$ cat config.mk
export PLATFORM = sky130hd
export DESIGN_NAME = stclr_engine
export DESIGN_NICKNAME = d
export VERILOG_FILES = /design/src/rtl/stclr_pkg.sv /design/src/rtl/stclr_decode.sv /design/src/rtl/stclr_addr.sv /design/src/rtl/stclr_ctrl.sv /design/src/rtl/stclr_engine.sv
export SDC_FILE = /design/constraint.sdc
export NUM_CORES = 1
export LEC_CHECK = 0
export ABC_AREA = 1
export BUFFER_PORTS_ARGS = -buffer_cell sky130_fd_sc_hd__buf_2
export CAP_MARGIN = 25
export CORE_ASPECT_RATIO = 1.25
export CORE_UTILIZATION = 55
export CTS_BUF_LIST = sky130_fd_sc_hd__clkbuf_8
export DETAILED_ROUTE_END_ITERATION = 8
export HOLD_SLACK_MARGIN = 0.12
export PLACE_DENSITY = 0.8
export SETUP_SLACK_MARGIN = 0.02
export SLEW_MARGIN = 20
export SYNTH_ARGS = -nofsm -noshare
export SYNTH_HDL_FRONTEND = slang
export SYNTH_SLANG_ARGS = --single-unit
$ cat constraint.sdc
create_clock -name clk -period 7.96 [get_ports clk]
set_input_delay 0.796 -clock clk [delete_from_list [all_inputs] [get_ports clk]]
set_output_delay 0.796 -clock clk [all_outputs]
set_load 0.1 [all_outputs]
$ cat src/rtl/stclr_pkg.sv
package stclr_pkg;

    typedef enum logic [1:0] {
        ST_IDLE,
        ST_CLEAR,
        ST_FINISH,
        ST_FAULT
    } stclr_state_e;

    typedef enum logic [1:0] {
        FORM_CHAIN,
        FORM_ONE,
        FORM_TWO,
        FORM_BAD
    } stclr_form_e;

endpackage

$ cat src/rtl/stclr_decode.sv
module stclr_decode
    import stclr_pkg::*;
#(
    parameter int LEN_W     = 3,
    parameter int LEN_CHAIN = 1,
    parameter int LEN_ONE   = 4,
    parameter int LEN_TWO   = 7
) (
    input  logic [LEN_W-1:0] len_code,
    output stclr_form_e      form
);

    always_comb begin
        if (len_code == LEN_W'(LEN_CHAIN)) begin
            form = FORM_CHAIN;
        end else if (len_code == LEN_W'(LEN_ONE)) begin
            form = FORM_ONE;
        end else if (len_code == LEN_W'(LEN_TWO)) begin
            form = FORM_TWO;
        end else begin
            form = FORM_BAD;
        end
    end

endmodule

$ cat src/rtl/stclr_addr.sv
module stclr_addr #(
    parameter int ADDR_W   = 14,
    parameter int TOP_ADDR = 15999,
    parameter int BOUNDARY = 100
) (
    input  logic              clk,
    input  logic              rst_n,
    input  logic              load,
    input  logic [ADDR_W-1:0] load_val,
    input  logic              dec,
    output logic [ADDR_W-1:0] addr,
    output logic              at_bound
);

    localparam int REM_W  = $clog2(BOUNDARY);
    localparam int WIDE_W = 2 * ADDR_W;

    logic [REM_W-1:0] rem_q;

    // Remainder by conditional subtraction of shifted boundary values (no divider)
    function automatic logic [REM_W-1:0] rem_of(input logic [ADDR_W-1:0] v);
        logic [WIDE_W-1:0] r;
        logic [WIDE_W-1:0] d;
        r = WIDE_W'(v);
        for (int k = ADDR_W - 1; k >= 0; k--) begin
            d = WIDE_W'(BOUNDARY) << k;
            if (r >= d) begin
                r = r - d;
            end
        end
        return r[REM_W-1:0];
    endfunction

    always_ff @(posedge clk or negedge rst_n) begin
        if (!rst_n) begin
            addr  <= '0;
            rem_q <= '0;
        end else if (load) begin
            addr  <= load_val;
            rem_q <= rem_of(load_val);
        end else if (dec) begin
            if (rem_q == '0) begin
                addr <= (addr == '0) ? ADDR_W'(TOP_ADDR) : addr - 1'b1;
            end else begin
                addr  <= addr - 1'b1;
                rem_q <= rem_q - 1'b1;
            end
        end
    end

    assign at_bound = (rem_q == '0);

endmodule

$ cat src/rtl/stclr_ctrl.sv
module stclr_ctrl
    import stclr_pkg::*;
(
    input  logic        clk,
    input  logic        rst_n,
    input  logic        start,
    input  stclr_form_e form,
    input  logic        step_mode,
    input  logic        step_req,
    input  logic        at_bound,
    output logic        load,
    output logic        wr,
    output logic        busy,
    output logic        done,
    output logic        illegal
);

    stclr_state_e state_q;
    stclr_state_e state_d;

    // State register
    always_ff @(posedge clk or negedge rst_n) begin
        if (!rst_n) begin
            state_q <= ST_IDLE;
        end else begin
            state_q <= state_d;
        end
    end

    // Next-state logic
    always_comb begin
        state_d = state_q;
        unique case (state_q)
            ST_IDLE: begin
                if (start) begin
                    state_d = (form == FORM_BAD) ? ST_FAULT : ST_CLEAR;
                end
            end
            ST_CLEAR: begin
                if (wr && at_bound) begin
                    state_d = ST_FINISH;
                end
            end
            ST_FINISH: state_d = ST_IDLE;
            ST_FAULT:  state_d = ST_IDLE;
            default:   state_d = ST_IDLE;
        endcase
    end

    // Outputs
    always_comb begin
        load    = 1'b0;
        wr      = 1'b0;
        busy    = 1'b0;
        done    = 1'b0;
        illegal = 1'b0;
        unique case (state_q)
            ST_IDLE: begin
                load = start && (form != FORM_BAD);
            end
            ST_CLEAR: begin
                busy = 1'b1;
                wr   = !step_mode || step_req;
            end
            ST_FINISH: done    = 1'b1;
            ST_FAULT:  illegal = 1'b1;
            default: ;
        endcase
    end

endmodule

$ cat src/rtl/stclr_engine.sv
module stclr_engine
    import stclr_pkg::*;
#(
    parameter int ADDR_W   = 14,
    parameter int TOP_ADDR = 15999,
    parameter int BOUNDARY = 100,
    parameter int CHAR_W   = 6,
    parameter int LEN_W    = 3
) (
    input  logic              clk,
    input  logic              rst_n,
    input  logic              start,
    input  logic [LEN_W-1:0]  len_code,
    input  logic [ADDR_W-1:0] fld_first,
    input  logic [ADDR_W-1:0] fld_second,
    input  logic [ADDR_W-1:0] nsi_addr,
    input  logic              step_mode,
    input  logic              step_req,
    output logic              mem_we,
    output logic [ADDR_W-1:0] mem_addr,
    output logic [CHAR_W-1:0] mem_char,
    output logic              mem_wm,
    output logic [ADDR_W-1:0] b_reg,
    output logic [ADDR_W-1:0] next_addr,
    output logic              busy,
    output logic              done,
    output logic              illegal
);

    stclr_form_e       form;
    logic              load;
    logic              wr;
    logic              at_bound;
    logic [ADDR_W-1:0] start_val;
    logic [ADDR_W-1:0] addr;

    stclr_decode #(.LEN_W(LEN_W)) u_decode (
        .len_code (len_code),
        .form     (form)
    );

    stclr_ctrl u_ctrl (
        .clk       (clk),
        .rst_n     (rst_n),
        .start     (start),
        .form      (form),
        .step_mode (step_mode),
        .step_req  (step_req),
        .at_bound  (at_bound),
        .load      (load),
        .wr        (wr),
        .busy      (busy),
        .done      (done),
        .illegal   (illegal)
    );

    always_comb begin
        unique case (form)
            FORM_ONE: start_val = fld_first;
            FORM_TWO: start_val = fld_second;
            default:  start_val = addr;
        endcase
    end

    stclr_addr #(
        .ADDR_W   (ADDR_W),
        .TOP_ADDR (TOP_ADDR),
        .BOUNDARY (BOUNDARY)
    ) u_addr (
        .clk      (clk),
        .rst_n    (rst_n),
        .load     (load),
        .load_val (start_val),
        .dec      (wr),
        .addr     (addr),
        .at_bound (at_bound)
    );

    always_ff @(posedge clk or negedge rst_n) begin
        if (!rst_n) begin
            next_addr <= '0;
        end else if (load) begin
            next_addr <= (form == FORM_TWO) ? fld_first : nsi_addr;
        end
    end

    assign mem_we   = wr;
    assign mem_addr = addr;
    assign mem_char = '0;
    assign mem_wm   = 1'b0;
    assign b_reg    = addr;

endmodule

==> results of run 1 <==
==> metal layers <==
| metal | GRT usage [%] | GRT overflow |
|---|---|---|
| met5 | 13.2 | 1 |
| met3 | 58.9 | 0 |
| met4 | 88.7 | 26 |
| met2 | 97.8 | 46 |
| met1 | 72.0 | 1 |
==> through the flow <==
stage	cells	util [%]
2_1_floorplan	1276	-
3_3_place_gp	1775	79.1
3_5_place_dp	1775	79.1
4_1_cts	1826	85.3
==> kinds of logic after synthesis <==
kind of cell               Yosys count
DFF                                 37
xor gates and xnor gates            32
buffers and inverters              218
AOI/OAI and AO/OA                  122
other                                1
and+or+nand+nor                    837
adders and majority gates           23
==> what timing repair did <==
| item | in CTS |
|---|---|
| endpoints found under the setup margin | 5 |
| pin swaps | 71 |
| buffers inserted | 37 |
| gates cloned | 6 |
| resized for setup | 83 |
==> qor.csv, run 1 <==
metric,value,unit
summed instance area of the synthesized netlist,0.00726,mm^2
Async SR Flop Fraction,100,%
largest net degree at the start of global routing,44,
worst slack at placement,-1.25,ns
main combinational cell family by area after synthesis,simple AND/OR/NAND/NOR gates,
most area-consuming cells after synthesis,"nand2_1 (23%), dfrtp_1 (13%), nand3_1 (7.9%)",
worst endpoint type,register data pin,
sequential element share of the synthesized area,12.8,%
post-synthesis mux area share,0,%
top cell types by occurrence after synthesis,"nand2_1 (443), inv_1 (149), nand3_1 (115), nor2_1 (100), o21ai_0 (62)",
Placement Rows,46,
most common cell in the netlist,nand2_1,
terminating stage of the flow,5_1_grt,
synthesized area per cell,5.71,um^2
dpl hpwl,19.9,mm
width of the die,105,um
predominant post-synthesis flop cell,dfrtp_1,
hold buffers post-CTS,0,
maximum level of the CTS H-tree,2,
routability-driven placement congestion ratio,0.953,
post-synthesis adder-cell area fraction,3.97,%
Sink Count,37,
post-synthesis share of cell area spent on xor and xnor gates,3.86,%
number of top-level design ports,103,
number of library cell types mapped by synthesis,44,
Compound-Gate Fraction of Synth Area,10.1,%
synthesis-stage register bit count,37,
status,aborted with a tool error,
Yosys warning total,0,
"area fraction in and, or, nand and nor cells after synthesis",55.6,%
Synth top area share,22.9,%
number of synthesized flops with an enable pin,0,
CTS Buffer Depth,2,
vertical die dimension,130,um
number of buffers added by the clock tree synthesis step,5,
global route overflow,74,
overall global routing resource usage,76.7,%
Clock Root Buffer,clkbuf_8,
run-stopping error,[ERROR GRT-0232] Routing congestion too high. Check the congestion heatmap in the GUI.,
Port Buf Inserts,95,
number of instances in the synthesized netlist,1270,
cell taking the most area after synthesis,nand2_1,
final worst endpoint reported by repair_timing after global routing,u_addr.rem_q[6]$_DFFE_PN0P_/D,
initial standard-cell utilization of the core,56.8,%
Placement Cell Area,0.0101,mm^2
==> run 2: changes to the inputs <==
--- a/config.mk
+++ b/config.mk
@@ -8,13 +8,9 @@
 export ABC_AREA = 1
 export BUFFER_PORTS_ARGS = -buffer_cell sky130_fd_sc_hd__buf_2
 export CAP_MARGIN = 25
-export CORE_ASPECT_RATIO = 1.25
-export CORE_UTILIZATION = 55
-export CTS_BUF_LIST = sky130_fd_sc_hd__clkbuf_8
+export CORE_UTILIZATION = 40
 export DETAILED_ROUTE_END_ITERATION = 8
-export HOLD_SLACK_MARGIN = 0.12
-export PLACE_DENSITY = 0.8
-export SETUP_SLACK_MARGIN = 0.02
+export PLACE_DENSITY_LB_ADDON = 0.15
 export SLEW_MARGIN = 20
 export SYNTH_ARGS = -nofsm -noshare
 export SYNTH_HDL_FRONTEND = slang
==> constraint.sdc (replaced) <==
create_clock -name clk -period 10.3 [get_ports clk]
set_input_delay 1.03 -clock clk [delete_from_list [all_inputs] [get_ports clk]]
set_output_delay 1.03 -clock clk [all_outputs]
set_load 0.1 [all_outputs]
==> run 2 against run 1 <==
  * The flow now finishes without violations
  * Area after synthesis unchanged
  * Synthesized cell count unchanged
==> qor.csv, run 2 <==
metric,value,unit,change
routed wire length per instance,13.4,um,
largest registers,"next_addr: 14 flops, u_addr.addr: 14 flops, u_addr.rem_q: 7 flops",,
first-pass GRT wire length,35.2,mm,
worst setup skew after layout,0.00847,ns,
largest net degree at the start of global routing,44,,
Initial DRT Pass Iterations,5,,
worst slack at placement,-0.225,ns,+1.02 ns
final layout net count,1452,,
Worst Path Max Fanout,16,,
Finished Layout Cells,1605,,
crit end category,flip-flop,,
DRC errors left,0,,
number of maximum-capacitance violations,0,,
routed wire length,21.5,mm,
summed instance area of the synthesized netlist,0.00726,mm^2,unchanged
number of instances in the synthesized netlist,1270,,unchanged
Async SR Flop Fraction,100,%,unchanged
number of top-level design ports,103,,unchanged
hold buffers post-CTS,0,,unchanged
most repeated library cell on the critical path,nand2_1,,
via count,8011,,
number of synthesized flops with an enable pin,0,,unchanged
vertical die dimension,137,um,+4.8%
Placement Rows,48,,+4.3%
Setup Crit Path Kind,input pin to flip-flop,,
actual slew at the worst max-slew pin,0.892,ns,
CTS tree,yes,,
antenna diode instance count,0,,
Port Buf Inserts,95,,unchanged
final critical path time including I/O delays and setup,9.56,ns,
cell taking the most area after synthesis,nand2_1,,
clock transition at the registers of the reported paths,0.06,ns,
type of the worst min-delay path,flip-flop to flip-flop,,
"Slowest-stage cell, CP",ha_2,,
synthesized area per cell,5.71,um^2,unchanged
Fillers,1859,,
maximum level of the CTS H-tree,2,,unchanged
overall global routing resource usage,23.2,%,
global route overflow,0,,
Core Region,0.0175,mm^2,
sequential element share of the synthesized area,12.8,%,unchanged
most common cell in the netlist,nand2_1,,
share of the clock period used by the worst path after layout,92.9,%,
setup tns final,0,ns,
Sink Count,37,,unchanged
Max transition margin,40.5,%,
maximum clock frequency,0.105,GHz,
most area-consuming cells after synthesis,"nand2_1 (23%), dfrtp_1 (13%), nand3_1 (7.9%)",,
Final Hold Fails,0,,
routability-driven placement congestion ratio,0.920,,-3.5%
dpl hpwl,17.5,mm,-12%
most common library cell in the layout ignoring fill and taps,nand2_1,,
vias in the first global route,7362,,
setup-violating endpoint count in the final report,0,,
number of library cell types mapped by synthesis,44,,unchanged
share of final-layout standard cells stronger than drive strength 1,23.0,%,
top cell types by occurrence after synthesis,"nand2_1 (443), inv_1 (149), nand3_1 (115), nor2_1 (100), o21ai_0 (62)",,
number of vias per cell after detailed routing,4.99,,
clock insertion delay at the later pin of the skew report,0.29,ns,
most frequent cells in the layout,"nand2_1 (434), inv_1 (149), nand3_1 (110), buf_2 (95), nor2_1 (92)",,
worst path setup slack after routing,0.736,ns,
number of buffers added by the clock tree synthesis step,5,,unchanged
Max Transition Viols Final,0,,
status,"complete, no violations",,
fin util,48.6,%,
initial antenna violation count,0,,
Final ANT Viol Nets,0,,
Yosys warning total,0,,unchanged
synthesis-stage register bit count,37,,unchanged
required time of the critical path,10.48,ns,
Clock Root Buffer,clkbuf_16,,
Synth top area share,22.9,%,unchanged
width of the die,137,um,+31%
launching element type of the critical path,input pin,,
CTS Buffer Depth,2,,unchanged
predominant post-synthesis flop cell,dfrtp_1,,
DRC violation total after the first TritonRoute iteration,454,,
area of the die,0.0187,mm^2,
number of placed cells counting well taps,1573,,-11%
largest stage delay on the critical path,0.35,ns,
WP data arrival,9.74,ns,
Layout area overhead,17.0,%,
initial standard-cell utilization of the core,41.5,%,-15 points
run 2: cell families (layout without fill, tap and decap cells):
group                    count (synthesis)  count (layout)  share of synthesized area, %
AO/OA/AOI/OAI                          122             122                          10.1
XOR/XNOR                                32              32                          3.86
adder cells (fa/ha/maj)                 23              23                          3.97
other                                    1               7                        0.0517
flip-flops                              37              37                          12.8
AND/OR/NAND/NOR                        837             840                          55.6
buffers and inverters                  218             319                          13.6
run 2: through the flow:
stage / cell area (um^2) / hold slack, ns
2_1_floorplan: 7280 / 0.471
3_3_place_gp: 7910 / 0.464
3_5_place_dp: 7910 / 0.471
4_1_cts: 8080 / 0.486
5_1_grt: 8490 / 0.508
6_report: 8490 / 0.485
run 2: repair_timing:
action	4_1_cts	5_1_grt
buffers inserted	0	20
gates resized for setup	0	46
setup endpoints to repair	0	5
run 2: per-layer routing:
layer / vias up / GRT usage, % / share of wire, %
met3: 30 / 2.33 / 3.3
li1: 4262 / - / -
met2: 154 / 38.8 / 47
met5: - / 0 / 0
met1: 3565 / 32.1 / 49
met4: 0 / 4.94 / 1.6
run 2: path summary, 6_finish.rpt:
path | depth (start not counted) | slack, ns | endpoint | from
setup / recovery | 64 | 0.74 | u_addr.rem_q[6]$_DFFE_PN0P_ | len_code[2]
min in group asynchronous | 1 | 0.86 | next_addr[13]$_DFFE_PN0P_ | rst_n
max in group asynchronous | 1 | 8.88 | u_addr.addr[6]$_DFFE_PN0P_ | rst_n
hold / removal | 2 | 0.49 | next_addr[12]$_DFFE_PN0P_ | next_addr[12]$_DFFE_PN0P_
hold reg to reg | 2 | 0.49 | next_addr[12]$_DFFE_PN0P_ | next_addr[12]$_DFFE_PN0P_
setup reg to reg | 61 | 1.83 | u_addr.rem_q[6]$_DFFE_PN0P_ | u_addr.addr[9]$_DFFE_PN0P_
run 2: worst max-delay path: cells and delay by family:
kind / cells / cell delay, ns
and+or+nand+nor: 44 / 5.22
buffers and inverters: 6 / 1.01
xor gates and xnor gates: 1 / 0.14
adders and majority gates: 5 / 1.25
AOI/OAI and AO/OA: 8 / 1.08
run 2: area by class of cell:
| type | instances | area, um^2 | share of cell area [%] |
|---|---|---|---|
| clock inverter | 1 | 30.0 | 0.354 |
| multi-input combinational | 1024 | 5570 | 65.6 |
| inverter | 168 | 631 | 7.43 |
| sequential | 37 | 926 | 10.9 |
| timing repair buffer | 143 | 911 | 10.7 |
| tap | 225 | 282 | 3.32 |
| clock buffer | 7 | 143 | 1.68 |
Power of run 2 is left out: the tool's default activity adds up to more than one toggle a clock period on the data nets, which glitch-free logic cannot reach.
==> run 3: changes to the inputs <==
--- a/config.mk
+++ b/config.mk
@@ -14,4 +14,5 @@
 export SLEW_MARGIN = 20
 export SYNTH_ARGS = -nofsm -noshare
 export SYNTH_HDL_FRONTEND = slang
+export SYNTH_HIERARCHICAL = 1
 export SYNTH_SLANG_ARGS = --single-unit
==> run 3 against run 2 <==
  * Via count shrank 2.9%
  * Wire length shrank 6.6%
  * Synthesized cell count grew 0.24%
  * Critical path depth grew 2
  * Area after synthesis shrank 3.1%
  * Non-clock buffer count shrank 18
  * Global-route usage shrank 1.2 points
  * Cell area shrank 5.9%
  * Clock skew shrank 0.0058 ns
  * Setup slack lost 0.0092 ns
  * Hold slack lost 0.0080 ns
  * Sequential share of layout area grew 0.68 points
==> qor.csv, run 3 <==
metric,value,unit,change
share of the clock period used by the worst path after layout,92.9,%,about the same
CTS Buffer Depth,2,,unchanged
largest net degree at the start of global routing,38,,-14%
width of the die,135,um,-1.5%
maximum clock frequency,0.104,GHz,about the same
setup tns final,0,ns,unchanged
number of top-level design ports,103,,unchanged
cell taking the most area after synthesis,nand2_1,,
overall global routing resource usage,22.0,%,-1.2 points
CTS tree,yes,,
crit end category,flip-flop,,
dpl hpwl,16.3,mm,-7.1%
final layout net count,1433,,-1.3%
Async SR Flop Fraction,100,%,unchanged
Final ANT Viol Nets,0,,unchanged
vias in the first global route,6972,,-5.3%
Core Region,0.0172,mm^2,-1.4%
Yosys warning total,6,,+6
most frequent cells in the layout,"nand2_1 (508), inv_1 (173), nand3_1 (129), buf_2 (95), nor2_1 (78)",,
required time of the critical path,10.51,ns,+0.03 ns
clock transition at the registers of the reported paths,0.06,ns,about the same
area of the die,0.0181,mm^2,-3.0%
area occupied by multi-input gates,0.00520,mm^2,-6.6%
vertical die dimension,135,um,-1.5%
number of vias per cell after detailed routing,4.88,,-2.2%
top cell types by occurrence after synthesis,"nand2_1 (512), inv_1 (174), nand3_1 (132), nor2_1 (83)",,
summed instance area of the synthesized netlist,0.00703,mm^2,-3.1%
antenna diode instance count,0,,unchanged
number of synthesized flops with an enable pin,0,,unchanged
predominant post-synthesis flop cell,dfrtp_1,,
via count,7775,,-2.9%
largest registers,"next_addr: 14 flops, u_addr/addr: 14 flops, u_addr/rem_q: 7 flops",,
first-pass GRT wire length,32.9,mm,-6.4%
Placement Rows,48,,unchanged
Clock Root Buffer,clkbuf_16,,
Max transition margin,28.5,%,-12 points
DRC errors left,0,,unchanged
most common library cell in the layout ignoring fill and taps,nand2_1,,
routed wire length,20.0,mm,-6.6%
Synth top area share,27.3,%,+4.4 points
routability-driven placement congestion ratio,0.918,,-0.20%
number of maximum-capacitance violations,0,,unchanged
number of instances in the synthesized netlist,1273,,+0.24%
DRC violation total after the first TritonRoute iteration,427,,-5.9%
initial antenna violation count,0,,unchanged
status,"complete, no violations",,
Initial DRT Pass Iterations,4,,-1
Port Buf Inserts,95,,unchanged
Setup Crit Path Kind,input pin to flip-flop,,
Worst Path Max Fanout,18,,+2
worst setup skew after layout,0.00271,ns,-0.00576 ns
launching element type of the critical path,input pin,,
most common cell in the netlist,nand2_1,,
WP data arrival,9.79,ns,+0.05 ns
clock insertion delay at the later pin of the skew report,0.29,ns,about the same
r2r setup slk,2.06,ns,+0.23 ns
Max Transition Viols Final,0,,unchanged
count of buffering cells on the critical path with inverters included,7,,+1
largest stage delay on the critical path,0.41,ns,+0.06 ns
routed wire length per instance,12.6,um,-5.8%
Sink Count,37,,unchanged
setup-violating endpoint count in the final report,0,,unchanged
"Slowest-stage cell, CP",ha_2,,
Layout area overhead,13.6,%,
type of the worst min-delay path,flip-flop to flip-flop,,
share of final-layout standard cells stronger than drive strength 1,19.7,%,-3.3 points
Final Hold Fails,0,,unchanged
synthesis-stage register bit count,37,,unchanged
synthesized area per cell,5.53,um^2,-3.3%
cell family contributing the most delay on the critical path,simple AND/OR/NAND/NOR gates,,
most area-consuming cells after synthesis,"nand2_1 (27%), dfrtp_1 (13%), nand3_1 (9.4%)",,
final critical path time including I/O delays and setup,9.57,ns,+0.00921 ns
actual slew at the worst max-slew pin,1.06,ns,+0.166 ns
maximum level of the CTS H-tree,2,,unchanged
most repeated library cell on the critical path,nand2_1,,
Fillers,1968,,+5.9%
sequential element share of the synthesized area,13.2,%,+0.40 points
hold buffers post-CTS,0,,unchanged
global route overflow,0,,unchanged
initial standard-cell utilization of the core,40.8,%,-0.71 points
number of buffers added by the clock tree synthesis step,5,,unchanged
number of library cell types mapped by synthesis,49,,+11%
FF+latch area,926,um^2,unchanged
-- run 3: cell count changes in the layout (fill, tap and decap cells not counted), moves of 7 or more --
cell     change
buf_4       -12
inv_1       +24
nand2_1     +74
nand2_2     -23
nand3_1     +19
nand4_1     -23
nor2_1      -14
o21ai_0     -27
o21ai_1      +7
-- run 3: timing repair --
action                     CTS  global route
buffers inserted             0            11
gates resized for setup      2            31
pin swaps                    0            11
setup endpoints to repair    5             5
gates cloned                 0             2
-- run 3: logic make-up (layout without fill, tap and decap cells) --
logic type / after synthesis / in the layout / synth area share, %
compound gates: 88 / 88 / 8.13
buf+inv: 242 / 329 / 15.4
other cells: 1 / 7 / 0.0533
flops: 37 / 37 / 13.2
simple gates: 856 / 857 / 56.2
fa+ha+maj: 17 / 17 / 3.02
xor+xnor: 32 / 32 / 3.98
-- run 3: through the flow --
stage / std cells / setup slack, ns / utilization (%) / hold slack, ns / cell area (um^2)
floorplan: 1279 / 0.873 / - / 0.459 / 7060
global placement: 1571 / -0.0774 / 44.1 / 0.461 / 7610
detailed placement: 1571 / -0.303 / 44.1 / 0.465 / 7610
CTS: 1579 / 0.0567 / 45.0 / 0.482 / 7760
global route: 1592 / -0.0372 / 46.4 / 0.504 / 7990
finish: 1592 / 0.726 / 46.4 / 0.477 / 7990
-- run 3: final timing paths --
kind,depth (start not counted),endpoint,start
worst max-delay path,66,u_addr/rem_q[4]$_DFFE_PN0P_,len_code[2]
worst min-delay path,2,next_addr[2]$_DFFE_PN0P_,next_addr[2]$_DFFE_PN0P_
min in group asynchronous,1,u_ctrl/state_q[1]$_DFFE_PN0P_,rst_n
max in group asynchronous,1,u_addr/rem_q[0]$_DFFE_PN0P_,rst_n
worst max register to register,59,u_addr/rem_q[4]$_DFFE_PN0P_,u_addr/addr[1]$_DFFE_PN0P_
worst min register to register,2,next_addr[2]$_DFFE_PN0P_,next_addr[2]$_DFFE_PN0P_
-- run 3: worst reg2reg max path, delay by kind of cell, from the launching register on --
kind / cells / cell delay (ns)
XOR/XNOR: 1 / 0.21
adder cells (fa/ha/maj): 5 / 1.06
flip-flops: 1 / 0.44
AO/OA/AOI/OAI: 5 / 0.83
AND/OR/NAND/NOR: 45 / 5.29
buffers and inverters: 3 / 0.33
-- run 3: area by class of cell --
type | instances | area share, %
Clock buffer | 6 | 1.61
Clock inverter | 2 | 0.125
Inverter | 195 | 9.20
Multi-Input combinational cell | 1001 | 65.1
Sequential cell | 37 | 11.6
Tap cell | 225 | 3.52
Timing Repair Buffer | 125 | 8.81
Timing Repair inverter | 1 | 0.0626
-- run 3: metal layers --
metal  track usage [%]  up-vias  wire length [um]
li1                  -     4153                 -
met4              3.37        0               170
met2              36.7      140              9210
met3              2.03       20               622
met1              31.3     3462             10000
met5                 0        -                 0
Power of run 3 is left out for the same reason.
==> run 4: changes to the inputs <==
--- a/config.mk
+++ b/config.mk
@@ -8,9 +8,12 @@
 export ABC_AREA = 1
 export BUFFER_PORTS_ARGS = -buffer_cell sky130_fd_sc_hd__buf_2
 export CAP_MARGIN = 25
-export CORE_UTILIZATION = 40
+export CELL_PAD_IN_SITES_DETAIL_PLACEMENT = 2
+export CELL_PAD_IN_SITES_GLOBAL_PLACEMENT = 2
+export CORE_UTILIZATION = 30
 export DETAILED_ROUTE_END_ITERATION = 8
 export PLACE_DENSITY_LB_ADDON = 0.15
+export SETUP_SLACK_MARGIN = 0.1
 export SLEW_MARGIN = 20
 export SYNTH_ARGS = -nofsm -noshare
 export SYNTH_HDL_FRONTEND = slang
==> run 4 against run 3 <==
  * Maximum frequency down 0.21%
  * Wire length up 43%
  * Setup slack worse by 0.021 ns
  * Critical path depth up 1
  * Register-to-register slack worse by 0.16 ns
  * Sequential cell count unchanged
  * Hold slack better by 0.00065 ns
  * Final cell count up 7.6%
  * Via count up 8.3%
  * Utilization down 8.9 points
  * Count of clock-buffer cells in the layout down 1
==> qor.csv, run 4 (synthesized netlist as in run 3, its figures left out) <==
metric,value,unit,change
Stages on worst setup path,67,,+1.5%
overall global routing resource usage,22.6,%,+0.63 points
Placement Rows,55,,+15%
Max transition margin,44.1,%,+16 points
area of the die,0.0241,mm^2,+33%
number of placed cells counting well taps,1661,,+5.7%
maximum clock frequency,0.104,GHz,-0.21%
most frequent cells in the layout,"nand2_1 (498), inv_1 (172), nand3_1 (126), buf_2 (95), nor2_1 (72)",,
CTS tree,yes,,
largest registers,"next_addr: 14 flops, u_addr/addr: 14 flops, u_addr/rem_q: 7 flops",,
antenna diode instance count,0,,unchanged
worst slack at placement,-0.592,ns,-0.289 ns
routability-driven placement congestion ratio,0.842,,-8.3%
status,"complete, no violations",,
Finished Layout Cells,1713,,+7.6%
width of the die,155,um,+15%
initial antenna violation count,0,,unchanged
maximum level of the CTS H-tree,2,,unchanged
number of buffers added by the clock tree synthesis step,5,,unchanged
number of maximum-capacitance violations,0,,unchanged
Layout area overhead,21.8,%,
Initial DRT Pass Iterations,4,,unchanged
routed wire length per instance,16.8,um,+33%
clock insertion delay at the later pin of the skew report,0.29,ns,about the same
number of top-level design ports,103,,unchanged
worst setup path endpoint,u_addr/rem_q[4]$_DFFE_PN0P_,,
final layout net count,1466,,+2.3%
Port Buf Inserts,95,,unchanged
worst setup skew after layout,0.00695,ns,+0.00424 ns
FF-to-FF Start,u_addr/addr[12]$_DFFE_PN0P_,,
vertical die dimension,155,um,+15%
most repeated library cell on the critical path,nand2_1,,
r2r setup slk,1.90,ns,-0.16 ns
CTS Buffer Depth,2,,unchanged
type of the worst min-delay path,flip-flop to flip-flop,,
capture point of the worst reg-to-reg path,u_addr/rem_q[4]$_DFFE_PN0P_,,
required time of the critical path,10.48,ns,-0.03 ns
Max Transition Viols Final,0,,unchanged
Sink Count,37,,unchanged
routed wire length,28.7,mm,+43%
WP data arrival,9.77,ns,-0.02 ns
share of the clock period used by the worst path after layout,93.1,%,+0.20 points
DRC violation total after the first TritonRoute iteration,163,,-62%
count of buffering cells on the critical path with inverters included,14,,+7
largest net degree at the start of global routing,38,,unchanged
Final ANT Viol Nets,0,,unchanged
first-pass GRT wire length,44.5,mm,+35%
number of vias per cell after detailed routing,4.92,,+0.69%
Worst Path Max Fanout,21,,+3
dpl hpwl,22.5,mm,+38%
actual slew at the worst max-slew pin,0.827,ns,-0.231 ns
launching element type of the critical path,input pin,,
global route overflow,0,,unchanged
largest stage delay on the critical path,0.36,ns,-0.05 ns
worst path setup slack after routing,0.706,ns,-0.0206 ns
final critical path time including I/O delays and setup,9.59,ns,+0.0206 ns
most common library cell in the layout ignoring fill and taps,nand2_1,,
via count,8424,,+8.3%
Final Hold Fails,0,,unchanged
R2R depth,59,,unchanged
setup tns final,0,ns,unchanged
vias in the first global route,8847,,+27%
cell family contributing the most delay on the critical path,simple AND/OR/NAND/NOR gates,,
crit end category,flip-flop,,
Critical path origin,len_code[2],,
setup-violating endpoint count in the final report,0,,unchanged
Fillers,3002,,+53%
Core Region,0.0228,mm^2,+33%
"Slowest-stage cell, CP",ha_4,,
initial standard-cell utilization of the core,30.8,%,-10 points
Setup Crit Path Kind,input pin to flip-flop,,
share of final-layout standard cells stronger than drive strength 1,23.7,%,+4.0 points
clock transition at the registers of the reported paths,0.07,ns,about the same
DRC errors left,0,,unchanged
Clock Root Buffer,clkbuf_16,,
run 4: changes by cell type in the layout (fill, tap and decap cells not counted), sizes merged:
cell / delta
buf: +32
clkinvlp: -1
nand3: +1
inv: +1
run 4: how the worst min path moves through the flow:
stage / from / to / slack, ns / depth (start not counted)
6_report: next_addr[0]$_DFFE_PN0P_ / next_addr[0]$_DFFE_PN0P_ / 0.48 / 2
4_1_cts: next_addr[0]$_DFFE_PN0P_ / next_addr[0]$_DFFE_PN0P_ / 0.48 / 2
3_3_place_gp: next_addr[7]$_DFFE_PN0P_ / next_addr[7]$_DFFE_PN0P_ / 0.46 / 2
2_1_floorplan: u_addr/rem_q[2]$_DFFE_PN0P_ / u_addr/rem_q[2]$_DFFE_PN0P_ / 0.46 / 2
5_1_grt: next_addr[11]$_DFFE_PN0P_ / next_addr[11]$_DFFE_PN0P_ / 0.52 / 2
3_5_place_dp: next_addr[0]$_DFFE_PN0P_ / next_addr[0]$_DFFE_PN0P_ / 0.46 / 2
run 4: timing repair:
action                     CTS  global route
setup endpoints to repair    5             5
hold buffers                 0             0
pin swaps                    2            22
buffers inserted             3            37
gates resized for setup      6            65
gates cloned                 1             1
run 4: layout make-up:
| type | count | area (um^2) | area share, % |
|---|---|---|---|
| clock buffers | 5 | 125 | 1.46 |
| flip-flops and latches | 37 | 926 | 10.8 |
| inverters | 195 | 732 | 8.55 |
| clock inverters | 3 | 17.5 | 0.205 |
| repair buffers | 158 | 998 | 11.7 |
| well taps | 313 | 392 | 4.57 |
| multi-input cells | 1002 | 5370 | 62.7 |
run 4: metal layers:
layer	vias to the layer above	routed length (um)	GRT usage, %	share of wire (%)
li1	4212	-	-	-
met1	4121	13200	29.1	46
met2	66	14800	41.7	52
met3	25	298	1.59	1.0
met4	0	367	3.68	1.3
met5	-	0	0	0
run 4: per-stage QoR:
stage                     hold slack (ns)  utilization (%)  cell area [um^2]
after floorplan                     0.459                -              7060
after global placement              0.460             33.9              7740
after detailed placement            0.463             33.9              7740
after CTS                           0.479             34.8              7940
after global routing                0.516             37.5              8560
final                               0.478             37.5              8560
run 4: tightest hold or removal path, stage by stage (launching register included):
cell     delay (ns)
dfrtp_1        0.34
nand2_1        0.06
nand2_1        0.05
Power of run 4 is left out for the same reason.
